[src/rtl/dsconv_pkg.sv]
package dsconv_pkg;

  typedef enum logic [2:0] {
    SQ_IDLE  = 3'd0,
    SQ_ACQ   = 3'd1,
    SQ_CONV1 = 3'd2,
    SQ_CONV2 = 3'd3,
    SQ_PDN   = 3'd4
  } seq_state_t;

  // larger of two phase lengths, sizes the shared phase counter
  function automatic int unsigned max_len(input int unsigned a, input int unsigned b);
    return (a > b) ? a : b;
  endfunction

  // counter value seen in the final cycle of a phase of the given length
  function automatic int unsigned last_count(input int unsigned len);
    return len - 1;
  endfunction

endpackage

[src/rtl/dsconv_phase_ctr.sv]
module dsconv_phase_ctr #(
  parameter int unsigned W = 4
) (
  input  logic         clk_i,
  input  logic         rst_ni,
  input  logic         clr_i,
  input  logic         en_i,
  output logic [W-1:0] cnt_o
);

  always_ff @(posedge clk_i or negedge rst_ni) begin
    if (!rst_ni)    cnt_o <= '0;
    else if (clr_i) cnt_o <= '0;
    else if (en_i)  cnt_o <= cnt_o + 1'b1;
  end

  // a cleared counter always restarts from zero
  cnt_clear_chk: assert property (@(posedge clk_i) disable iff (!rst_ni)
    clr_i |=> (cnt_o == '0));

endmodule

[src/rtl/dsconv_status.sv]
module dsconv_status (
  input  logic clk_i,
  input  logic rst_ni,
  input  logic irq_mode_i,
  input  logic active_i,
  input  logic done_i,
  input  logic clear_i,
  output logic status_n_o
);

  logic irq_q;

  always_ff @(posedge clk_i or negedge rst_ni) begin
    if (!rst_ni)      irq_q <= 1'b0;
    else if (clear_i) irq_q <= 1'b0;
    else if (done_i)  irq_q <= 1'b1;
  end

  assign status_n_o = irq_mode_i ? ~irq_q : ~active_i;


  irq_set_chk: assert property (@(posedge clk_i) disable iff (!rst_ni)
    (done_i && !clear_i && irq_mode_i) |=> (!irq_mode_i || !status_n_o));


  irq_hold_chk: assert property (@(posedge clk_i) disable iff (!rst_ni)
    (irq_mode_i && !status_n_o && !clear_i) |=> (!irq_mode_i || !status_n_o));


  irq_clear_chk: assert property (@(posedge clk_i) disable iff (!rst_ni)
    (clear_i && irq_mode_i) |=> (!irq_mode_i || status_n_o));

endmodule

[src/rtl/dsconv_chan_sel.sv]
module dsconv_chan_sel #(
  parameter int unsigned CH_W = 3
) (
  input  logic            half_i,
  input  logic            second_i,
  input  logic [CH_W-1:0] ch_a_i,
  input  logic [CH_W-1:0] ch_b_i,
  output logic [CH_W-1:0] chan_o,
  output logic            ref_o
);

  always_comb begin
    ref_o  = half_i;
    chan_o = '0;
    if (!half_i) chan_o = second_i ? ch_b_i : ch_a_i;
  end

endmodule

[src/rtl/dsconv_seq.sv]
module dsconv_seq
  import dsconv_pkg::*;
#(
  parameter int unsigned ACQ_CYCLES  = 5,
  parameter int unsigned CONV_CYCLES = 14,
  parameter int unsigned CH_W        = 3
) (
  input  logic            clk_i,
  input  logic            rst_ni,
  input  logic            wr_start_i,
  input  logic            rd_i,
  input  logic            pdn_i,
  input  logic            irq_mode_i,
  input  logic            dual_i,
  input  logic            half_i,
  input  logic [CH_W-1:0] ch_a_i,
  input  logic [CH_W-1:0] ch_b_i,
  output logic            hold_o,
  output logic            conv_start_o,
  output logic [CH_W-1:0] chan_o,
  output logic            ref_o,
  output logic            load1_o,
  output logic            load2_o,
  output logic            status_n_o
);

  localparam int unsigned LEN_MAX = max_len(ACQ_CYCLES, CONV_CYCLES);
  localparam int unsigned CNT_W   = $clog2(LEN_MAX + 1);
  localparam logic [CNT_W-1:0] ACQ_LAST  = CNT_W'(last_count(ACQ_CYCLES));
  localparam logic [CNT_W-1:0] CONV_LAST = CNT_W'(last_count(CONV_CYCLES));

  seq_state_t state_q, state_d;
  logic [CNT_W-1:0] cnt;
  logic [CH_W-1:0]  cfg_ch_a, cfg_ch_b;
  logic             cfg_dual, cfg_half;

  // named internal events
  logic seq_active, start_evt, kill, acq_last, conv_last, in_conv;
  logic seq_done, ctr_clr;

  assign seq_active = (state_q == SQ_ACQ) || (state_q == SQ_CONV1) || (state_q == SQ_CONV2);
  assign in_conv    = (state_q == SQ_CONV1) || (state_q == SQ_CONV2);
  assign start_evt  = !pdn_i && ((state_q == SQ_PDN) || wr_start_i);
  assign kill       = pdn_i || start_evt || rd_i;
  assign acq_last   = (state_q == SQ_ACQ) && (cnt == ACQ_LAST);
  assign conv_last  = in_conv && (cnt == CONV_LAST);

  always_comb begin
    state_d = state_q;
    if (pdn_i)                      state_d = SQ_PDN;
    else if (start_evt)             state_d = SQ_ACQ;
    else if (rd_i && seq_active)    state_d = SQ_IDLE;
    else begin
      unique case (state_q)
        SQ_ACQ:   if (acq_last)  state_d = SQ_CONV1;
        SQ_CONV1: if (conv_last) state_d = cfg_dual ? SQ_CONV2 : SQ_IDLE;
        SQ_CONV2: if (conv_last) state_d = SQ_IDLE;
        default:  state_d = state_q;
      endcase
    end
  end

  always_ff @(posedge clk_i or negedge rst_ni) begin
    if (!rst_ni) begin
      state_q  <= SQ_IDLE;
      cfg_ch_a <= '0;
      cfg_ch_b <= '0;
      cfg_dual <= 1'b0;
      cfg_half <= 1'b0;
    end else begin
      state_q <= state_d;
      if (start_evt) begin
        cfg_ch_a <= ch_a_i;
        cfg_ch_b <= ch_b_i;
        cfg_dual <= dual_i;
        cfg_half <= half_i;
      end
    end
  end

  assign ctr_clr = start_evt || (state_d != state_q);

  dsconv_phase_ctr #(.W(CNT_W)) u_ctr (
    .clk_i  (clk_i),
    .rst_ni (rst_ni),
    .clr_i  (ctr_clr),
    .en_i   (seq_active),
    .cnt_o  (cnt)
  );

  assign hold_o       = acq_last && !kill;
  assign conv_start_o = in_conv && (cnt == '0) && !kill;
  assign load1_o      = (state_q == SQ_CONV1) && conv_last && !kill;
  assign load2_o      = (state_q == SQ_CONV2) && conv_last && !kill;
  assign seq_done     = (load1_o && !cfg_dual) || load2_o;

  dsconv_chan_sel #(.CH_W(CH_W)) u_sel (
    .half_i   (cfg_half),
    .second_i (state_q == SQ_CONV2),
    .ch_a_i   (cfg_ch_a),
    .ch_b_i   (cfg_ch_b),
    .chan_o   (chan_o),
    .ref_o    (ref_o)
  );

  dsconv_status u_stat (
    .clk_i      (clk_i),
    .rst_ni     (rst_ni),
    .irq_mode_i (irq_mode_i),
    .active_i   (seq_active),
    .done_i     (seq_done),
    .clear_i    (wr_start_i || rd_i),
    .status_n_o (status_n_o)
  );


  hold_then_conv_chk: assert property (@(posedge clk_i) disable iff (!rst_ni)
    hold_o |=> (conv_start_o || pdn_i || wr_start_i || rd_i));


  loads_exclusive_chk: assert property (@(posedge clk_i) disable iff (!rst_ni)
    !(load1_o && load2_o));


  load2_dual_chk: assert property (@(posedge clk_i) disable iff (!rst_ni)
    load2_o |-> cfg_dual);


  restart_acq_chk: assert property (@(posedge clk_i) disable iff (!rst_ni)
    (wr_start_i && !pdn_i) |=> ((state_q == SQ_ACQ) && (cnt == '0)));


  read_abort_chk: assert property (@(posedge clk_i) disable iff (!rst_ni)
    (rd_i && !pdn_i && !wr_start_i && seq_active) |=> !seq_active);


  pdn_stop_chk: assert property (@(posedge clk_i) disable iff (!rst_ni)
    pdn_i |=> (!seq_active && !hold_o && !load1_o && !load2_o));


  pdn_exit_chk: assert property (@(posedge clk_i) disable iff (!rst_ni)
    ((state_q == SQ_PDN) && !pdn_i) |=> (state_q == SQ_ACQ));

endmodule

[config.mk]
export PLATFORM = sky130hd
export DESIGN_NAME = dsconv_seq
export DESIGN_NICKNAME = d
export VERILOG_FILES = /design/src/rtl/dsconv_pkg.sv /design/src/rtl/dsconv_phase_ctr.sv /design/src/rtl/dsconv_status.sv /design/src/rtl/dsconv_chan_sel.sv /design/src/rtl/dsconv_seq.sv
export SDC_FILE = /design/constraint.sdc
export NUM_CORES = 1
export LEC_CHECK = 0
export ABC_CLOCK_PERIOD_IN_PS = 2200
export BUFFER_PORTS_ARGS = -buffer_cell sky130_fd_sc_hd__clkbuf_2
export CAP_MARGIN = 20
export CORE_MARGIN = 1.5
export CORE_UTILIZATION = 48
export CTS_CLUSTER_DIAMETER = 60
export DETAILED_ROUTE_END_ITERATION = 10
export GPL_ROUTABILITY_DRIVEN = 0
export PLACE_DENSITY_LB_ADDON = 0.3
export SLEW_MARGIN = 20
export SYNTH_ARGS = -nofsm -noshare
export SYNTH_HDL_FRONTEND = slang
export SYNTH_SLANG_ARGS = --single-unit
[constraint.sdc]
create_clock -name clk_i -period 2.2 [get_ports clk_i]
set_input_delay 0.33 -clock clk_i [delete_from_list [all_inputs] [get_ports clk_i]]
set_output_delay 0.33 -clock clk_i [all_outputs]
set_load 0.02 [all_outputs]
; Word level (Yosys, flattened, before mapping)
; Cells that the tools add are included.
[classes]
addsub = 1
n_eq_ne = 7
n_mul = 0
shifts = 0
order_cmp = 0
bitwise_logic = 2
reduce_logical = 27
n_div = 0
muxes = 15
[op_table]
columns = operator, n
row1 = 3-bit two-way mux, 8
row2 = 1-bit logical AND, 12
row3 = 1-bit logical OR, 9
row4 = 3-bit one-hot mux with 3 select lines, 1
row5 = 4-bit two-way mux, 2
row6 = "3-bit by 2-bit == test with 1-bit output, second input constant", 2
row7 = "4-bit by 1-bit adder with 4-bit output, second input constant", 1
row8 = "4-bit by 3-bit == test with 1-bit output, second input constant", 1
row9 = "4-bit == test, second input constant", 1
row10 = 4-bit zero test, 1
row11 = 2-bit nonzero test, 2
row12 = "3-bit by 1-bit == test with 1-bit output, second input constant", 1
row13 = "3-bit == test, second input constant", 1
row14 = 1-bit zero test, 3
row15 = 1-bit two-way mux, 3
row16 = 3-bit inequality test, 1
row17 = 2-bit two-way mux, 1
row18 = 1-bit NOT, 2
[word_totals]
mem_count = 0
ramBits = 0
latchBits = 0
reg_bits = 16
romBits = 0
elab_cells = 59

; Logic depth before layout (Yosys ltp)
[logic_depth]
word_depth = 11
depth_mapped = 7
depth_no_buf = 7

; By module
; A second synthesis with hierarchy kept.
[hier_totals]
cells_unflattened = 102
area_unflattened_um2 = 993.5
[by_module_without_submodules]
columns = mod, n_inst, area_each_um2, seq_area_each_um2, cells_per_inst
row1 = dsconv_seq, 1, 706.9, 275.3, 76
row2 = dsconv_phase_ctr, 1, 192.7, 100.1, 16
row3 = dsconv_chan_sel, 1, 48.8, 0.0, 7
row4 = dsconv_status, 1, 45.0, 25.0, 3

; Least setup slack after synthesis
; Ideal clock, no wire load.
[synth_path]
path_type = register -> output
start = register state_q[2]
end = output load1_o
stages_incl_launch_ff = 6
n_path_buf = 1
slack_ns = 0.260
arrival_time_ns = 1.610
cell_sequence = dfrtp_1 > buf_4 > or3b_4 > nand3b_1 > or2_2 > nor3_1
[synth_between]
elab_chain_cells = 7
[synth_lines]
columns = item, line_no
row1 = "start, declared", dsconv_seq.sv:32  ; seq_state_t state_q, state_d;
row2 = "start signal, assigned", dsconv_seq.sv:71  ; state_q <= state_d;
row3 = 3-bit == test, dsconv_seq.sv:43  ; assign start_evt = !pdn_i && ((state_q == SQ_PDN) || wr_start_i);
row4 = 1-bit logical OR, dsconv_seq.sv:43
row5 = 1-bit logical AND, dsconv_seq.sv:43
row6 = 1-bit logical OR (2 in series), dsconv_seq.sv:44  ; assign kill = pdn_i || start_evt || rd_i;
row7 = 1-bit zero test, dsconv_seq.sv:93  ; assign load1_o = (state_q == SQ_CONV1) && conv_last && !kill;
row8 = 1-bit logical AND *, dsconv_seq.sv:93
row9 = "end, declared", dsconv_seq.sv:22  ; output logic load1_o,
; Every way passes the cells marked *; elsewhere a longest branch is shown, timed or not.

; Worst setup path in the final report
[layout_path]
start = register u_ctr.cnt_o[1]
end = output load1_o
[layout_between]
elab_chain_cells = 4
[layout_lines]
columns = item, line_no
row1 = "start, declared", dsconv_phase_ctr.sv:8  ; output logic [W-1:0] cnt_o
row2 = "start signal, assigned", dsconv_phase_ctr.sv:14  ; else if (en_i) cnt_o <= cnt_o + 1'b1;
row3 = 4-bit == test, dsconv_seq.sv:46  ; assign conv_last = in_conv && (cnt == CONV_LAST);
row4 = 1-bit logical AND, dsconv_seq.sv:46
row5 = 1-bit logical AND (2 in series), dsconv_seq.sv:93
; Every way passes these cells.

==> summary.txt <==
Run status
  – Outcome: complete, no violations

Min path
  – Hold Path Class: input port to flip-flop

Synth
  – Synth Area in Adders: 3.51%
  – Syn_nets: 127
  – Ys flop type: dfrtp_1
  – Largest family of logic cells by synthesized area: simple AND/OR/NAND/NOR gates
  – Xor and xnor fraction of the mapped netlist area: 2.46%
  – Synthesized area per cell: approximately 9.7 µm²
  – Yosys cell types: 39
  – Simple-Gate Fraction of Synth Area: a little over a quarter
  – Post-synthesis compound-gate area fraction: about an eighth
  – Post-synthesis mux area share: 12.2%
  – Synthesis warning total: 0
  – Mapped cell area: between 1000 and 1500 µm²
  – Synth Register Bits: 16
  – Sequential area share after synthesis: 37.4%
  – Mapped Cells: 110
  – EDFF count, synth: 0
  – Share of synthesized registers carrying an async set or reset: 100%

Timing
  – Min Tclk post-route: 2.09 ns
  – Least-Margin Pin Slew: slightly below 0.4 ns
  – Fin crit share: between 90% and 100%
  – Fmax: around 480 MHz
  – Fin worst setup slack: 0.108 ns
  – Final setup skew: around 0.0057 ns
  – Final Setup Violations: 0
  – Rel. slew slack: 74.1%
  – Final hold vios: 0
  – Max Slew Vio Count: 0

Clock network
  – TritonCTS clock tree: yes
  – Clock Path Buffers: 2
  – CTS root buffer: clkbuf_4
  – CTS H-tree lvls: 1
  – Clk Latency, worst-skew pair: roughly 0.28 ns
  – CTS Buf Count: 3
  – Clk pin slew, worst setup/hold paths: ~0.090 ns
  – Clock sinks: 16

Pwr
  – Sequential Power Share: 50.2%
  – Combinational power share: 28.7%
  – Int Power: 0.486 mW
  – Sw power: roughly 0.21 mW
  – Pwr dens: about 550 nW/µm²
  – Leak pwr: 0.585 nW
  – Clock share of power: 21.0%
  – Maximum VDD drop: ~0.00045 V
  – Sw Share: 30.3%

Floorplanning
  – Placement Rows: 16
  – Initial Util: 52.9%
  – DIE WIDTH: 50.2 µm
  – Total core area: around 2000 µm²
  – Die ar.: 2520 µm²
  – I/O Pins: 23
  – Die H: 50.2 µm

Drt
  – DR vias/cell: 5.58
  – 1st-pass router iterations: 4
  – Via count: 915
  – WL per Instance: approximately 13 µm
  – Initial drt markers: 6
  – DRC Markers: 0
  – Routed WL: between 2 and 2.5 mm
  – Antenna-violating nets left: 0

Worst setup path
  – CP Class: flip-flop to primary output
  – Crit end category: primary output
  – WP data arrival: 1.76 ns
  – Critical Path RT: 1.87 ns
  – CP startpoint kind: flip-flop
  – CP max FO: 5

GRT
  – Pin count of the biggest net entering global routing: 19
  – Vias in the first global route: 821
  – Aggregate global routing overflow: 0
  – Global-route wire length before repair: 3.74 mm
  – Initial antenna violation count: 0
  – GRT Overall Usage: 19.3%

Cells and area
  – Share of layout cells above drive strength 1: a little over a third
  – P&R area growth vs syn: 18.1%
  – Antenna Cells: 0
  – Post-layout util: 62.5%
  – Nets: 156

Placed design
  – Buffers on Ports: 22
  – DP Worst Slack: ~0.32 ns
  – Detailed placement HPWL: between 1.5 and 2 mm

Flow run
  – # Max-Cap Violations: 0
cells by family (layout without fill, tap and decap cells):
group,Yosys count,count (layout)
mux,9,9
fa+ha+maj,3,3
buf+inv,10,37
simple gates,49,49
xor+xnor,3,3
compound gates,20,20
flops,16,16
through the flow:
step                area [µm²]  power (mW)  hold slack (ns)  instances  TNS (ns)
detailed placement        1200       0.547            0.269        157         0
finish                    1260       0.698            0.276        164         0
global placement          1200       0.543            0.269        157         0
CTS                       1230       0.696            0.270        161         0
floorplan                 1070       0.493           0.0344        110         0
global route              1260       0.747            0.259        164  -0.00874
final timing paths:
kind	slack, ns	cells past startpoint	startpoint	to
worst max-delay path	0.11	6	u_ctr.cnt_o[1]$_DFFE_PN0P_	load1_o
worst min-delay path	0.28	2	rd_i	u_stat.irq_q$_DFFE_PN0P_
worst max register to register	0.42	7	u_ctr.cnt_o[0]$_DFFE_PN0P_	u_ctr.cnt_o[0]$_DFFE_PN0P_
worst min register to register	0.52	1	cfg_ch_a[0]$_DFFE_PN0P_	cfg_ch_a[0]$_DFFE_PN0P_
max in group asynchronous	1.40	2	rst_ni	state_q[2]$_DFF_PN0_
min in group asynchronous	0.49	2	rst_ni	u_ctr.cnt_o[1]$_DFFE_PN0P_
synthesized netlist by cell type, types with 2 or more instances:
| cell type | number | area [µm²] |
|---|---|---|
| nor2_1 | 12 | 45.0 |
| a31oi_1 | 2 | 12.5 |
| dfrtp_1 | 16 | 400 |
| o21ai_0 | 6 | 30.0 |
| nand3b_1 | 2 | 15.0 |
| nand2b_1 | 3 | 18.8 |
| nor3_1 | 6 | 30.0 |
| mux2_4 | 8 | 120 |
| a21oi_1 | 5 | 25.0 |
| xor2_1 | 2 | 17.5 |
| ha_1 | 3 | 37.5 |
| buf_4 | 2 | 15.0 |
| nand3_1 | 4 | 20.0 |
| nand2_1 | 8 | 30.0 |
| inv_1 | 6 | 22.5 |
| nand4_1 | 2 | 12.5 |
layout by cell type, fill, tap and decap left out, types with 3 or more instances in the layout:
cell type | Yosys | routed
clkbuf_2 | 0 | 21
dfrtp_1 | 16 | 14
nor2_1 | 12 | 12
nand2_1 | 8 | 8
mux2_4 | 8 | 8
inv_1 | 6 | 6
o21ai_0 | 6 | 6
nor3_1 | 6 | 6
a21oi_1 | 5 | 5
buf_4 | 2 | 5
nand2b_1 | 3 | 3
nand3_1 | 4 | 3
clkbuf_4 | 0 | 3
area by class of cell:
cell class              instances  area (µm²)
clock buffers                   3        22.5
multi-input cells              84         624
well taps                      27        33.8
inverters                       6        22.5
repair buffers                 28         158
fillers                       169         758
flip-flops and latches         16         403
layer usage:
layer | share of wire, % | vias up | GRT usage [%]
li1 | - | 450 | -
met1 | 48 | 441 | 29.1
met2 | 48 | 20 | 28.7
met3 | 3.6 | 4 | 4.46
met4 | 0.36 | 0 | 2.78
met5 | 0 | - | 0
critical path, stage by stage (launching register included):
cell and delay, ns:
dfrtp_1 0.42, inv_1 0.09, ha_2 0.19, nand3_2 0.13, or2_2 0.33, nor3_1 0.14, buf_2 0.20
timing repair:
item | CTS | global route
gates resized for setup | 0 | 5
endpoints found under the hold margin | 16 | 0
setup endpoints to repair | 0 | 5
hold buffers | 1 | 0
setup buffers | 0 | 3
power by group through the flow:
stage / combinational, mW / clock, mW / sequential (mW)
6_report: 0.200 / 0.147 / 0.351
5_1_grt: 0.219 / 0.173 / 0.355
2_1_floorplan: 0.143 / 0 / 0.350
3_3_place_gp: 0.187 / 0 / 0.356
4_1_cts: 0.192 / 0.152 / 0.352
3_5_place_dp: 0.190 / 0 / 0.357
state kept, by name, summed over array words and instances (netlist names):
register      count
cfg_half          1
cfg_ch_a          3
u_ctr.cnt_o       4
u_stat.irq_q      1
state_q           3
cfg_dual          1
cfg_ch_b          3
No activity file was read; power rests on OpenSTA's default activity.
